==> config.mk <==
export PLATFORM = sky130hd
export DESIGN_NAME = nand_page_seq
export DESIGN_NICKNAME = d
export VERILOG_FILES = /design/src/rtl/nand_seq_pkg.sv /design/src/rtl/nand_bus_cycle.sv /design/src/rtl/nand_wait_timer.sv /design/src/rtl/nand_page_seq.sv
export SDC_FILE = /design/constraint.sdc
export NUM_CORES = 1
export LEC_CHECK = 0
export BUFFER_PORTS_ARGS = -buffer_cell sky130_fd_sc_hd__buf_4
export CAP_MARGIN = 10
export CORE_MARGIN = 4
export CORE_UTILIZATION = 61
export DETAILED_ROUTE_END_ITERATION = 8
export GPL_TIMING_DRIVEN = 0
export PLACE_DENSITY = 0.85
export SYNTH_ARGS = -nofsm -noshare
export SYNTH_HDL_FRONTEND = slang
export SYNTH_SLANG_ARGS = --single-unit
==> constraint.sdc <==
create_clock -name clk -period 5.3 [get_ports clk]
set_input_delay 1.06 -clock clk [delete_from_list [all_inputs] [get_ports clk]]
set_output_delay 1.06 -clock clk [all_outputs]
set_load 0.02 [all_outputs]
==> src/rtl/nand_seq_pkg.sv <==
// Shared encodings for the NAND page sequencer: request ops, bus cycle
// kinds, sequencer states and the device command bytes.
package nand_seq_pkg;
    typedef enum logic [1:0] {OP_READ = 2'd0, OP_PROG = 2'd1, OP_JUMP = 2'd2, OP_COMMIT = 2'd3} op_e;
    typedef enum logic [1:0] {CY_CMD, CY_ADDR, CY_WDATA, CY_RDATA} cyc_e;
    typedef enum logic [3:0] {
        S_IDLE, S_CMD1, S_ADDR, S_CMD2, S_WB, S_BUSY,
        S_RDATA, S_WDATA, S_STCMD, S_POLL, S_DONE
    } seq_state_e;
    localparam logic [7:0] CMD_RD_SETUP = 8'h00;
    localparam logic [7:0] CMD_RD_GO    = 8'h30;
    localparam logic [7:0] CMD_PG_SETUP = 8'h80;
    localparam logic [7:0] CMD_PG_JUMP  = 8'h85;
    localparam logic [7:0] CMD_PG_GO    = 8'h10;
    localparam logic [7:0] CMD_STATUS   = 8'h70;
endpackage

==> src/rtl/nand_bus_cycle.sv <==
// One asynchronous bus cycle: a strobe-low phase of T_PULSE clocks followed
// by a strobe-high phase of T_HOLD clocks, then a one-cycle cyc_done.
// Assumes start is raised only while idle. Latch lines and the bus stay
// driven through the high phase so the device latches on the rising strobe.
module nand_bus_cycle
    import nand_seq_pkg::*;
#(
    parameter int T_PULSE = 2,
    parameter int T_HOLD  = 2
) (
    input  logic       clk,
    input  logic       rst_n,
    input  logic       start,
    input  cyc_e       kind,
    input  logic [7:0] wbyte,
    input  logic [7:0] io_in,
    output logic       cyc_done,
    output logic [7:0] rbyte,
    output logic       cle,
    output logic       ale,
    output logic       we_n,
    output logic       re_n,
    output logic       io_oe,
    output logic [7:0] io_out
);
    localparam int T_MAX = (T_PULSE > T_HOLD) ? T_PULSE : T_HOLD;
    localparam int CW    = $clog2(T_MAX + 1);

    typedef enum logic [1:0] {PH_IDLE, PH_LOW, PH_HIGH} ph_e;
    ph_e         ph;
    logic [CW-1:0] cnt;
    cyc_e        kind_q;
    logic [7:0]  byte_q;

    // Phase sequencing, read-byte capture at the end of the low phase.
    always_ff @(posedge clk) begin
        if (!rst_n) begin
            ph       <= PH_IDLE;
            cnt      <= '0;
            kind_q   <= CY_CMD;
            byte_q   <= 8'h00;
            rbyte    <= 8'h00;
            cyc_done <= 1'b0;
        end else begin
            cyc_done <= 1'b0;
            case (ph)
                PH_IDLE: if (start) begin
                    ph     <= PH_LOW;
                    cnt    <= '0;
                    kind_q <= kind;
                    byte_q <= wbyte;
                end
                PH_LOW: if (cnt == CW'(T_PULSE - 1)) begin
                    ph  <= PH_HIGH;
                    cnt <= '0;
                    if (kind_q == CY_RDATA) rbyte <= io_in;
                end else begin
                    cnt <= cnt + 1'b1;
                end
                default: if (cnt == CW'(T_HOLD - 1)) begin
                    ph       <= PH_IDLE;
                    cyc_done <= 1'b1;
                end else begin
                    cnt <= cnt + 1'b1;
                end
            endcase
        end
    end

    // Pin levels from the latched cycle kind and phase.
    always_comb begin
        cle    = (ph != PH_IDLE) && (kind_q == CY_CMD);
        ale    = (ph != PH_IDLE) && (kind_q == CY_ADDR);
        we_n   = !((ph == PH_LOW) && (kind_q != CY_RDATA));
        re_n   = !((ph == PH_LOW) && (kind_q == CY_RDATA));
        io_oe  = (ph != PH_IDLE) && (kind_q != CY_RDATA);
        io_out = io_oe ? byte_q : 8'h00;
    end
endmodule

==> src/rtl/nand_wait_timer.sv <==
// Counts clocks while run is high and saturates at LIMIT; clears when run
// drops. Assumes run stays high for the whole of one wait.
module nand_wait_timer #(
    parameter int LIMIT = 50000
) (
    input  logic clk,
    input  logic rst_n,
    input  logic run,
    output logic expired
);
    localparam int TW = $clog2(LIMIT + 1);
    logic [TW-1:0] cnt;

    // Saturating wait counter.
    always_ff @(posedge clk) begin
        if (!rst_n || !run) cnt <= '0;
        else if (cnt != TW'(LIMIT)) cnt <= cnt + 1'b1;
    end

    assign expired = (cnt == TW'(LIMIT));
endmodule

==> src/rtl/nand_page_seq.sv <==
// Host sequencer for page read, program load, column jump and program
// commit on an asynchronous 8-bit NAND bus. Assumes request operands stay
// stable while req_valid is high and that one device hangs off the bus.
module nand_page_seq
    import nand_seq_pkg::*;
#(
    parameter int T_PULSE    = 2,
    parameter int T_HOLD     = 2,
    parameter int T_WB       = 4,
    parameter int BUSY_LIMIT = 50000,
    parameter int PAGE_BYTES = 2112,
    parameter int COL_W      = 12,
    parameter int ROW_BYTES  = 3,
    parameter int LEN_W      = 12
) (
    input  logic                   clk,
    input  logic                   rst_n,
    input  logic                   req_valid,
    output logic                   req_ready,
    input  logic [1:0]             req_op,
    input  logic [8*ROW_BYTES-1:0] req_row,
    input  logic [COL_W-1:0]       req_col,
    input  logic [LEN_W-1:0]       req_len,
    input  logic [7:0]             wr_data,
    input  logic                   wr_valid,
    output logic                   wr_ready,
    output logic [7:0]             rd_data,
    output logic                   rd_valid,
    output logic                   done,
    output logic                   done_fail,
    output logic                   done_tmo,
    output logic                   done_col,
    output logic                   prog_open,
    output logic                   nand_cle,
    output logic                   nand_ale,
    output logic                   nand_we_n,
    output logic                   nand_re_n,
    output logic [7:0]             nand_io_out,
    output logic                   nand_io_oe,
    input  logic [7:0]             nand_io_in,
    input  logic                   nand_rb_n
);
    localparam int ROW_W   = 8 * ROW_BYTES;
    localparam int IDX_MAX = (T_WB > 2 + ROW_BYTES) ? T_WB : 2 + ROW_BYTES;
    localparam int IDX_W   = $clog2(IDX_MAX + 1);

    seq_state_e        state;
    op_e               op_q;
    logic [ROW_W-1:0]  row_q;
    logic [COL_W-1:0]  col_q;
    logic [LEN_W-1:0]  len_q, cnt;
    logic [IDX_W-1:0]  idx, last_addr;
    logic              pend, open_q, f_fail, f_tmo, f_col;
    logic              cyc_start, cyc_done, tmo, col_bad, bus_state;
    cyc_e              eng_kind;
    logic [7:0]        eng_byte, addr_byte, rbyte;
    logic [15:0]       col_ext;
    logic [31:0]       col_end;

    // Request gating and column range check at the edge.
    always_comb begin
        col_end   = 32'(req_col) + 32'(req_len);
        col_bad   = (32'(req_col) >= 32'(PAGE_BYTES)) || (col_end > 32'(PAGE_BYTES));
        req_ready = (state == S_IDLE) && (req_op[1] == open_q);
        last_addr = (op_q == OP_JUMP) ? IDX_W'(1) : IDX_W'(1 + ROW_BYTES);
        bus_state = (state == S_CMD1) || (state == S_ADDR) || (state == S_CMD2) ||
                    (state == S_RDATA) || (state == S_WDATA) || (state == S_STCMD) ||
                    (state == S_POLL);
        cyc_start = bus_state && !pend && ((state != S_WDATA) || wr_valid);
        wr_ready  = (state == S_WDATA) && !pend && wr_valid;
    end

    // Address byte selection: column low, column high, then row bytes.
    always_comb begin
        col_ext   = 16'(col_q);
        addr_byte = (idx == '0) ? col_ext[7:0] : col_ext[15:8];
        for (int b = 0; b < ROW_BYTES; b++)
            if (32'(idx) == 32'(b + 2)) addr_byte = row_q[8*b +: 8];
    end

    // Cycle kind and byte for the current state.
    always_comb begin
        eng_kind = CY_CMD;
        eng_byte = 8'h00;
        case (state)
            S_CMD1: case (op_q)
                OP_READ: eng_byte = CMD_RD_SETUP;
                OP_PROG: eng_byte = CMD_PG_SETUP;
                OP_JUMP: eng_byte = CMD_PG_JUMP;
                default: eng_byte = CMD_PG_GO;
            endcase
            S_ADDR:  begin eng_kind = CY_ADDR;  eng_byte = addr_byte; end
            S_CMD2:  eng_byte = CMD_RD_GO;
            S_STCMD: eng_byte = CMD_STATUS;
            S_WDATA: begin eng_kind = CY_WDATA; eng_byte = wr_data; end
            S_RDATA, S_POLL: eng_kind = CY_RDATA;
            default: ;
        endcase
    end

    // Outstanding-cycle flag between start and done.
    always_ff @(posedge clk) begin
        if (!rst_n)         pend <= 1'b0;
        else if (cyc_start) pend <= 1'b1;
        else if (cyc_done)  pend <= 1'b0;
    end

    // Main sequencing of one request.
    always_ff @(posedge clk) begin
        if (!rst_n) begin
            state  <= S_IDLE;
            op_q   <= OP_READ;
            row_q  <= '0;
            col_q  <= '0;
            len_q  <= '0;
            cnt    <= '0;
            idx    <= '0;
            open_q <= 1'b0;
            f_fail <= 1'b0;
            f_tmo  <= 1'b0;
            f_col  <= 1'b0;
        end else begin
            case (state)
                S_IDLE: if (req_valid && req_ready) begin
                    op_q   <= op_e'(req_op);
                    row_q  <= req_row;
                    col_q  <= req_col;
                    len_q  <= req_len;
                    cnt    <= '0;
                    idx    <= '0;
                    f_fail <= 1'b0;
                    f_tmo  <= 1'b0;
                    f_col  <= (req_op != OP_COMMIT) && col_bad;
                    state  <= ((req_op != OP_COMMIT) && col_bad) ? S_DONE : S_CMD1;
                end
                S_CMD1: if (cyc_done) state <= (op_q == OP_COMMIT) ? S_WB : S_ADDR;
                S_ADDR: if (cyc_done) begin
                    if (idx == last_addr) begin
                        idx <= '0;
                        if (op_q == OP_READ) state <= S_CMD2;
                        else state <= (len_q == '0) ? S_DONE : S_WDATA;
                    end else begin
                        idx <= idx + 1'b1;
                    end
                end
                S_CMD2: if (cyc_done) state <= S_WB;
                S_WB: if (idx == IDX_W'(T_WB - 1)) begin
                    idx   <= '0;
                    state <= (op_q == OP_READ) ? S_BUSY : S_STCMD;
                end else begin
                    idx <= idx + 1'b1;
                end
                S_BUSY: if (nand_rb_n) state <= (len_q == '0) ? S_DONE : S_RDATA;
                    else if (tmo) begin f_tmo <= 1'b1; state <= S_DONE; end
                S_RDATA, S_WDATA: if (cyc_done) begin
                    if (cnt + LEN_W'(1) == len_q) state <= S_DONE;
                    else cnt <= cnt + 1'b1;
                end
                S_STCMD: if (cyc_done) state <= S_POLL;
                S_POLL: if (cyc_done) begin
                    if (rbyte[6]) begin f_fail <= rbyte[0]; state <= S_DONE; end
                    else if (tmo) begin f_tmo <= 1'b1; state <= S_DONE; end
                end
                default: begin
                    state <= S_IDLE;
                    if (op_q == OP_PROG && !f_col) open_q <= 1'b1;
                    if (op_q == OP_COMMIT) open_q <= 1'b0;
                end
            endcase
        end
    end

    nand_bus_cycle #(.T_PULSE(T_PULSE), .T_HOLD(T_HOLD)) u_cyc (
        .clk(clk), .rst_n(rst_n), .start(cyc_start), .kind(eng_kind),
        .wbyte(eng_byte), .io_in(nand_io_in), .cyc_done(cyc_done), .rbyte(rbyte),
        .cle(nand_cle), .ale(nand_ale), .we_n(nand_we_n), .re_n(nand_re_n),
        .io_oe(nand_io_oe), .io_out(nand_io_out)
    );

    nand_wait_timer #(.LIMIT(BUSY_LIMIT)) u_tmr (
        .clk(clk), .rst_n(rst_n),
        .run((state == S_BUSY) || (state == S_STCMD) || (state == S_POLL)),
        .expired(tmo)
    );

    assign rd_valid  = (state == S_RDATA) && cyc_done;
    assign rd_data   = rbyte;
    assign done      = (state == S_DONE);
    assign done_fail = done && f_fail;
    assign done_tmo  = done && f_tmo;
    assign done_col  = done && f_col;
    assign prog_open = open_q;
endmodule

==> flow_summary_export.csv <==
group,metric,value,unit
yosys,synthArstFlopShare,0,%
clocking,post_cts_buffers,0,
global_routing,antenna_found_initial,0,
worst_hold_path,holdCritPathClass,"register to register",
yosys,synth_top_family_by_area,"simple AND/OR/NAND/NOR gates",
yosys,ys_warn_count,0,
detailed_routing,viasPerCell,5.97,
critical_path,crit_fanout,10,
placed_design,dp_hpwl,13.5,mm
global_routing,grt_pass1_vias,6467,
critical_path,critPathSlowestCell,"nor2_1",
yosys,ys_top_cells_by_count,"nand2_1, dfxtp_1, nor2_1",
pwr,p_per_area,390,mW/mm²
run_status,outcome,"complete, no violations",
detailed_routing,vias,6693,
critical_path,crit_top_cell,"clkbuf_1",
clocking,path_clk_slew,0.06,ns
detailed_routing,drt-initial-drc-count,523,
yosys,synth_edf_count,0,
finish,syn_to_final_growth,23.7,%
yosys,netlist-cell-type-count,72,
yosys,yosys.area_share.simple,26.2,%
critical_path,worstPathRequired,4.24,ns
pwr,p_sw_share,33.5,%
pwr,internal_power,2.14,mW
yosys,synth-xor-area-share,5.20,%
critical_path,cp_slowest_stage_delay,0.63,ns
yosys,synth_cells,854,
clocking,clock-sinks,113,
floorplan,die_x,113,µm
yosys,syn_nets,952,
floorplan,die_height,113,µm
detailed_routing,ant_nets,0,
yosys,yosys.area.top_type,"dfxtp_1",
yosys,synth.area.mux_share,2.10,%
sta,clock_skew,0.00868,ns
finish,fillers,782,
sta,max_slew.worst_pin.slew,0.727,ns
yosys,yosys.area_share.adder,5.18,%
yosys,seq_area_frac_synth,33.9,%
sta,slew_headroom,51.4,%
detailed_routing,dr.pass1.iters,5,
pwr,clkPwrFrac,40.3,%
critical_path,path_cells,"clkbuf_1 -> inv_1 -> clkbuf_1 -> nor2_1 -> and4b_1 -> buf_4",
sta,fin_tns_setup,0,ns
clocking,clock_path_buffers,2,
yosys,synth.most_common_cell,"nand2_1",
finish,final_nets,1070,
clocking,hold_buffers,0,
floorplan,die_area,0.0127,mm²
detailed_routing,drc,0,
pwr,combPwrFrac,28.2,%
finish,diodes,0,
critical_path,cp_data_arrival_time,2.65,ns
critical_path,critPathLaunchType,"register",
global_routing,grt_start_max_net_pins,17,
sta,rsz0062_at_grt,"no",
global_routing,grt_pass1_wl,31.1,mm
critical_path,end_kind,"output pin",
yosys,postSynthAreaPerCell,7.80,µm²
flow_run,maxCapViolCount,0,
sta,setup-violations-final,0,
clocking,cts.repair.resized,0,
detailed_routing,postRouteWirelength,19.0,mm
global_routing,grt-ovfl-total,0,
yosys,ys_ff_latch,113,
sta,min_period,3.71,ns
sta,post-route-period-util,70.0,%
floorplan,num_rows,37,
placed_design,place_congestion,1.02,
pwr,p_leak,3.30,nW
global_routing,grt_usage,30.4,%
pwr,seqPwrFrac,31.4,%
floorplan,io_pins,100,
sta,max_freq,270,MHz
yosys,synth_area,0.00666,mm²
yosys,synth_compound_area_share,23.5,%
clocking,clockRootBuffer,"clkbuf_8",
pwr,peakVddDrop,309,µV
clocking,clk_latency,0.54,ns
critical_path,path_class,"register to output pin",
clocking,htreeDepth,4,
sta,hold_violations,0,
sta,drv_slew,0,
finish,drive_gt1_share,15.4,%
finish,utilization,78.8,%
yosys,yosys-top-cells-area,"dfxtp_1, nand2_1, a21boi_0, ha_1, o21ai_0",
clocking,cts_made_buffers,17,
floorplan,start_util,63.7,%
floorplan,coreArea,0.0105,mm²
clocking,cts_tree,"yes",
detailed_routing,avgRoutedWirePerCell,16.9,µm
placed_design,portBuffers,99,
yosys,synth_top_area_share,33.9,%
pwr,p_sw,1.08,mW
yosys,ys.flop_type,"dfxtp_1",
-- logic make-up (layout without fill, tap and decap cells) --
logic type      after synthesis  count (layout)
buf+inv                      68             199
xor+xnor                     38              38
simple gates                364             364
flops                       113             113
fa+ha+maj                    27              27
mux                          14              14
compound gates              230             230
-- registers in the layout, summed over array words and instances (netlist names) --
signal / count
f_col: 1
u_cyc.cyc_done: 1
u_cyc.kind_q: 2
u_cyc.ph: 2
cnt: 12
col_q: 12
u_cyc.byte_q: 8
len_q: 12
u_cyc.cnt: 2
u_tmr.cnt: 16
prog_open: 1
pend: 1
row_q: 24
idx: 3
op_q: 2
f_tmo: 1
u_cyc.rbyte: 8
f_fail: 1
state: 4
-- path summary, 6_finish.rpt --
kind | startpoint | to | slack, ns | cells past startpoint
setup / recovery | state[2] | wr_ready | 1.59 | 6
hold / removal | u_cyc.byte_q[4] | u_cyc.byte_q[4] | 0.44 | 2
setup reg to reg | state[3] | op_q[0] | 2.29 | 9
hold reg to reg | u_cyc.byte_q[4] | u_cyc.byte_q[4] | 0.44 | 2
-- per-stage QoR --
| stage | instance area (µm²) | cells | setup slack [ns] | power [mW] | hold WS, ns |
|---|---|---|---|---|---|
| 6_report | 8240 | 1121 | 1.59 | 3.22 | 0.445 |
| 5_1_grt | 8240 | 1121 | 1.48 | 3.36 | 0.493 |
| 4_1_cts | 8240 | 1121 | 1.67 | 3.19 | 0.447 |
| 3_5_place_dp | 7580 | 1089 | 1.56 | 1.89 | 0.438 |
| 3_3_place_gp | 7580 | 1089 | 1.56 | 1.88 | 0.435 |
| 2_1_floorplan | 6660 | 854 | 1.96 | 1.62 | 0.426 |
-- layer usage --
metal  GRT usage [%]  vias to the layer above  share of wire, %  wire length [µm]
li1                -                     3254                 -                 -
met1            37.5                     3089                42              7880
met2            49.6                      292                47              8940
met3            7.82                       58               7.9              1500
met4            14.2                        0               3.5               664
met5               0                        -                 0                 0
-- power groups by stage --
stage,Sequential (mW),Combinational [mW],Clock [mW]
floorplan,1.00,0.618,0
global placement,1.02,0.853,0
detailed placement,1.02,0.866,0
CTS,1.01,0.887,1.30
global route,1.02,0.999,1.34
finish,1.01,0.908,1.30
-- cell type report --
cell class	instances	area [µm²]	share of cell area, %
plain buffers	45	174	2.11
clock buffers	19	432	5.24
clock inverters	13	233	2.82
inverters	23	86.3	1.05
multi-input cells	673	4140	50.3
flip-flops and latches	113	2260	27.4
well taps	136	170	2.06
repair buffers	99	743	9.02
-- worst max-delay path, delay by kind of cell (launching register included) --
kind	cells	cell delay [ns]
buf+inv	4	0.85
flops	1	0.31
simple gates	2	0.94
-- placed cells by master, fill, tap and decap left out, types with 19 or more instances in the layout --
cell type  Yosys  routed
nand3_1       19      19
buf_4          1     100
ha_1          26      26
a21oi_1       38      38
xor2_1        20      20
a21boi_0      56      56
clkbuf_1      39      40
inv_1         23      23
nor2b_1       20      20
o21ai_0       53      53
nor2_1        59      59
dfxtp_1      113     113
nand2_1      168     168
Power figures use the tool's default switching activity.
